$ cat src/rtl/pcm_tdm_port.sv
module pcm_tdm_port #(
  parameter int TO_2048 = 614400,
  parameter int TO_1544 = 463200,
  parameter int TO_1536 = 460800
) (
  input  logic       clk,
  input  logic       rst_n,
  input  logic [1:0] rate_sel,
  input  logic       law_a,
  input  logic [1:0] gain_sel,
  input  logic       tx_sync,
  input  logic [7:0] tx_data,
  output logic       tx_dout,
  output logic       tx_doe,
  output logic       slot_n,
  input  logic       rx_sync,
  input  logic       rx_din,
  output logic [7:0] rx_data,
  output logic       rx_strobe,
  output logic [1:0] gain_set,
  output logic       standby,
  output logic       pwr_down
);
  localparam int TOM1 = (TO_2048 > TO_1544) ? TO_2048 : TO_1544;
  localparam int TOMAX = (TOM1 > TO_1536) ? TOM1 : TO_1536;
  localparam int CW = $clog2(TOMAX + 1);

  logic [7:0] mask;
  logic [7:0] tx_sh, rx_sh;
  logic [2:0] tx_cnt, rx_cnt;
  logic tx_act, rx_act;
  logic [CW-1:0] lim, sb_cnt, pd_cnt;

  assign mask = law_a ? 8'h55 : 8'h00;
  assign tx_dout = tx_act & tx_sh[7];
  assign tx_doe = tx_act;
  assign slot_n = ~tx_act;
  assign gain_set = gain_sel;

  always_comb
    case (rate_sel)
      2'd1:    lim = CW'(TO_1544);
      2'd2:    lim = CW'(TO_1536);
      default: lim = CW'(TO_2048);
    endcase

  always_ff @(posedge clk or negedge rst_n)
    if (!rst_n) begin
      tx_act <= 1'b0;
      tx_cnt <= '0;
      tx_sh  <= '0;
    end else if (tx_sync) begin
      tx_act <= 1'b1;
      tx_cnt <= '0;
      tx_sh  <= tx_data ^ mask;
    end else if (tx_act) begin
      if (tx_cnt == 3'd7) tx_act <= 1'b0;
      tx_cnt <= tx_cnt + 3'd1;
      tx_sh  <= {tx_sh[6:0], 1'b0};
    end

  always_ff @(negedge clk or negedge rst_n)
    if (!rst_n) begin
      rx_act    <= 1'b0;
      rx_cnt    <= '0;
      rx_sh     <= '0;
      rx_data   <= '0;
      rx_strobe <= 1'b0;
    end else begin
      rx_strobe <= 1'b0;
      if (rx_sync) begin
        rx_act <= 1'b1;
        rx_cnt <= 3'd1;
        rx_sh  <= {7'd0, rx_din};
      end else if (rx_act) begin
        rx_sh  <= {rx_sh[6:0], rx_din};
        rx_cnt <= rx_cnt + 3'd1;
        if (rx_cnt == 3'd7) begin
          rx_act    <= 1'b0;
          rx_data   <= {rx_sh[6:0], rx_din} ^ mask;
          rx_strobe <= 1'b1;
        end
      end
    end

  always_ff @(posedge clk or negedge rst_n)
    if (!rst_n) begin
      sb_cnt  <= '0;
      standby <= 1'b0;
    end else if (tx_sync | rx_sync) begin
      sb_cnt  <= '0;
      standby <= 1'b0;
    end else if (!standby) begin
      if (sb_cnt >= lim - CW'(1)) standby <= 1'b1;
      else sb_cnt <= sb_cnt + CW'(1);
    end

  always_ff @(posedge clk or negedge rst_n)
    if (!rst_n) begin
      pd_cnt   <= '0;
      pwr_down <= 1'b0;
    end else if (gain_sel != 2'b00) begin
      pd_cnt   <= '0;
      pwr_down <= 1'b0;
    end else if (!pwr_down) begin
      if (pd_cnt >= lim - CW'(1)) pwr_down <= 1'b1;
      else pd_cnt <= pd_cnt + CW'(1);
    end
endmodule


$ cat config.mk
export PLATFORM = sky130hd
export DESIGN_NAME = pcm_tdm_port
export DESIGN_NICKNAME = d
export VERILOG_FILES = /design/src/rtl/pcm_tdm_port.sv
export SDC_FILE = /design/constraint.sdc
export NUM_CORES = 1
export LEC_CHECK = 0
export ABC_AREA = 1
export BUFFER_PORTS_ARGS = -buffer_cell sky130_fd_sc_hd__buf_2
export CAP_MARGIN = 20
export CELL_PAD_IN_SITES_DETAIL_PLACEMENT = 0
export CELL_PAD_IN_SITES_GLOBAL_PLACEMENT = 1
export CORE_ASPECT_RATIO = 2
export CORE_UTILIZATION = 45
export CTS_CLUSTER_DIAMETER = 120
export DETAILED_ROUTE_END_ITERATION = 10
export GPL_TIMING_DRIVEN = 0
export PLACE_DENSITY = 0.81
export SLEW_MARGIN = 25
export SYNTH_ARGS = -nofsm -noshare
export SYNTH_HDL_FRONTEND = slang
export SYNTH_SLANG_ARGS = --single-unit
$ cat constraint.sdc
create_clock -name clk -period 4.6 [get_ports clk]
set_clock_uncertainty 0.1 [all_clocks]
set_input_delay 1.15 -clock clk [delete_from_list [all_inputs] [get_ports clk]]
set_output_delay 1.15 -clock clk [all_outputs]
set_load 0.1 [all_outputs]
== Yosys cells after proc, flatten, opt, wreduce, memory -nomap -nowiden ==
Index checks and enable logic that the tools add are counted.
Operators by class
  equality and inequality tests: 8
  reduce and logical (&&, ||, !) cells: 6
  $add $sub $neg: 5
  mux-type cells: 31
  bitwise gates (word level): 6
  $lt $le $gt $ge: 2
Operators by type and width (number)
  $mux W20: 6
  $add A20 B1 Y20 const B: 2
  $ge A20 B20 Y1: 2
  $pmux W20 S2: 1
  $mux W7: 3
  $sub A20 B1 Y20 const B: 1
  $mux W8: 2
  $xor A8 B7 Y8: 2
  $mux W1: 15
  $mux W3: 4
  $add A3 B1 Y3 const B: 2
  $eq A3 B3 Y1 const B: 2
  $reduce_bool A2 Y1: 3
  $ne A2 B1 Y1 const B: 2
  $ne A2 B2 Y1 const B: 2
  $reduce_and A2 Y1: 2
  $reduce_and A3 Y1: 1
  $eq A2 B1 Y1 const B: 1
  $eq A2 B2 Y1 const B: 1
  $not A1 Y1: 2
  $and A1 B1 Y1: 1
  $or A1 B1 Y1: 1
Word-level totals
  flip-flop bits (word level): 74
  bits of input ports: 18
  output and inout bits: 16
  logic and storage cells: 70

== Depth between registers and ports, before layout ==
  depth in word-level cells: 7
  mapped depth: 16
  depth with buffers taken out: 14

==> key figures <==
Setup path
  • Worst-path maximum fanout: 2
  • Kind of end point of the critical path: output pin
  • RR Endpoint: pd_cnt[19]$_DFFE_PN0P_
  • Setup CP Type: flip-flop to output pin
  • WP data required: 3.35 ns
  • WP data arrival: 3.31 ns
  • Register-to-Register Path Depth: 11
  • Cell chain of the critical path: buf_6
  • Cell family with most CP delay: flip-flops
  • Setup crit start kind: flip-flop
  • Crit-path max cell delay: 0.43 ns
  • CP max-delay cell: dfrtn_1
  • Worst reg-to-reg setup slack: 2.46 ns
  • CP bufs+invs: 1
  • RR Startpoint: pd_cnt[0]$_DFFE_PN0P_

Placement
  • Final Wtd Congestion: 0.9480
  • HPWL after DPL: 10030 um
  • Placed cell count: 837
  • Dpl ws: -0.3202 ns
  • IO buf count: 33

Power and ir drop
  • Power Total: 0.001879 W
  • Switch share: 0.3509
  • Leak pwr: 2.959 nW
  • PD cells: 330.5 nW/um^2
  • Cell-internal power: approximately 0.0012 W
  • P_sw: about 0.00066 W
  • Max VDD drop: 313.4 uV
  • Logic gate share of total power: 0.232
  • Register share of total power: 0.390
  • Clock power frac: 0.378

Outcome
  • Status: completed

STA
  • Worst rel slew slack: 0.5806
  • Final hold slack: 0.3345 ns
  • Fin. Hold Viols: 0
  • Pins Over Slew Limit: 0
  • Final setup fails: 0
  • Setup TNS: 0 ns
  • RSZ-0062 raised after global routing: false
  • Final setup margin: 0.03604 ns
  • Worst slew pin tran: 0.6267 ns

Global route
  • Gr ovfl total: 0
  • Largest net degree at the start of global routing: 53
  • Total Routing Usage GR: 0.2398
  • Vias in the first global route: ~4500
  • Initial antenna violation count: 0
  • First-pass GRT wire length: 21220 um

Min path
  • Worst min path class: flip-flop to flip-flop
  • End of the worst hold path: rx_sh[0]$_DFFE_NN0P_
  • Hold Crit Start: rx_sh[0]$_DFFE_NN0P_
  • Hold-critical path depth: 2

Finish
  • Synth-to-Final Area Change: 14.92%
  • Share of cells above drive strength 1: 0.1355
  • Fillers: 1091
  • Antenna cells: 0
  • Multi-input gate area: 2645 sq um
  • Nets: roughly 750
  • Finished Layout Cells: 853
  • Storage element area: 1852 sq um

Detailed routing
  • Routed WL per cell: 14.95 um
  • Vias: ~4400
  • DR iter-0 viols: 194
  • DR vias/cell: 5.163
  • Detailed Routing Iterations Pass 1: 4
  • Post-route ant nets: 0
  • Number of remaining DRC errors: 0
  • DRT Wirelength: 12760 um

Synthesis
  • Fraction of registers with async set/reset: 1.000
  • Cell count after synthesis: 662
  • Ys flop type: dfrtp_1
  • Yosys warning count: 0
  • FF+latch count, synth: 74
  • Syn avg cell area: 7.475 sq um
  • Top cells by area, synth: dfrtp_1 27%, nand2_1 13%, dfrtn_1 10%
  • Cell Area, Synth: 4948 sq um
  • Synth top cells by count: 172 x nand2_1, 77 x nor2_1, 71 x inv_1
  • Seq/Total Area, Yosys: 0.3742
  • Synth top area share: 0.2731
  • Post-synth top area cell: dfrtp_1
  • Count leader, synth: nand2_1
  • Number of flops mapped to enable cells by yosys: 0
  • Yosys cell types: 38

Floorplan
  • Die width: ~76 um
  • Die H: about 150 um
  • Die ar.: 11450 sq um
  • IO Pins: 34
  • Initial core utilization: 0.4664
  • Core box area: 10610 sq um
  • Placement Rows: 53

Clock tree
  • Num CTS Buffers: 9
  • CTS tree: built
  • Setup bufs post-CTS: 0
  • Clock root buffer: clkbuf_16
  • Clock-pin slew of the registers on the worst-case setup and hold paths: 0.05 ns
  • CTS Hold Buffers Added: 0
  • CTS Buffer Depth: 2
  • Worst-Skew Late Latency: 0.34 ns
  • Num Clock Sinks: between 70 and 80
  • Clock H-tree levels: 3

Job
  • Max cap viols: 0
power groups by stage:
stage               Combinational [W]  Clock [W]  Sequential, W
finish                       0.000435   0.000711       0.000733
CTS                          0.000429   0.000727       0.000731
floorplan                    0.000111          0       0.000942
global placement             0.000395          0       0.000736
global route                 0.000461   0.000758       0.000742
detailed placement           0.000403          0       0.000738
registers in the layout (all words and copies together) (netlist names):
| name | flops |
|---|---|
| rx_data | 8 |
| rx_cnt | 3 |
| rx_strobe | 1 |
| sb_cnt | 20 |
| tx_sh | 8 |
| rx_sh | 7 |
| pwr_down | 1 |
| standby | 1 |
| tx_cnt | 3 |
| rx_act | 1 |
| tx_doe | 1 |
| pd_cnt | 20 |
metrics by stage:
step / util / instance area [sq um]
floorplan: - / 4964
global placement: 0.4995 / 5300
detailed placement: 0.5024 / 5330
CTS: 0.5343 / 5669
global route: 0.5360 / 5687
finish: 0.5360 / 5687
how the worst max path moves through the flow:
| stage | startpoint | endpoint | slack [ns] | cells past startpoint |
|---|---|---|---|---|
| floorplan | rx_sync | rx_data[3]$_DFFE_NN0P_ | 0.03 | 4 |
| global placement | rst_n | rx_data[3]$_DFFE_NN0P_ | -0.42 | 1 |
| detailed placement | rx_sync | rx_data[5]$_DFFE_NN0P_ | -0.32 | 5 |
| CTS | rx_data[3]$_DFFE_NN0P_ | rx_data[3] | 0.001 | 1 |
| global route | rx_data[2]$_DFFE_NN0P_ | rx_data[2] | 0.002 | 1 |
| finish | rx_data[0]$_DFFE_NN0P_ | rx_data[0] | 0.04 | 1 |
placed cells by master, fill, tap and decap left out, drive strengths merged:
cell      synthesis  layout
a21oi            16      16
nor2b             1       1
o21ai            14      14
xnor2             7       7
nand4            43      43
nor3              2       2
a221o             3       3
nand3b            1       1
or2               1       1
dfrtn            20      20
nand3            67      67
clkbuf            9      19
o211ai            3       3
clkinvlp          0       1
o21a              2       2
conb              2       6
buf              23      57
a21boi            3       3
ha               23      23
a22o              4       4
o22ai             6       6
nand2           177     177
xor2             26      26
inv              72      77
dfrtp            54      54
mux2              2       2
o221ai            1       1
nor2             80      80
what timing repair did:
| action | 4_1_cts | 5_1_grt |
|---|---|---|
| gates resized for setup | 13 | 5 |
| setup endpoints to repair | 9 | 11 |
| pin swaps | 0 | 0 |
layout make-up:
type / count / area share
Sequential cell: 74 / 0.3256
Clock buffer: 10 / 0.04400
Timing Repair Buffer: 34 / 0.04356
Buffer: 32 / 0.03498
Multi-Input combinational cell: 488 / 0.4651
Clock inverter: 6 / 0.009021
Inverter: 72 / 0.04752
Tap cell: 137 / 0.03014
worst min-delay path, cell delays in order (launching register included):
cell and delay, ns:
dfrtn_1 0.40, nand2_1 0.06, nand2_1 0.06
layer usage:
metal | track usage | up-vias | wire length, um
met1 | 0.2268 | 2082 | 4570
met5 | 0 | - | 0
met4 | 0.1087 | 0 | 315
li1 | - | 2253 | -
met2 | 0.4995 | 49 | 7645
met3 | 0.02848 | 20 | 224
cells by family after synthesis:
group | count (synthesis) | synth area share
multiplexers | 2 | 0.004551
AND/OR/NAND/NOR | 372 | 0.3434
AO/OA/AOI/OAI | 52 | 0.06498
buffers and inverters | 104 | 0.09482
flip-flops | 74 | 0.3742
XOR/XNOR | 33 | 0.05841
adder cells (fa/ha/maj) | 23 | 0.05816
other | 2 | 0.001518
Note: power is estimated with default switching activity, not from simulation.
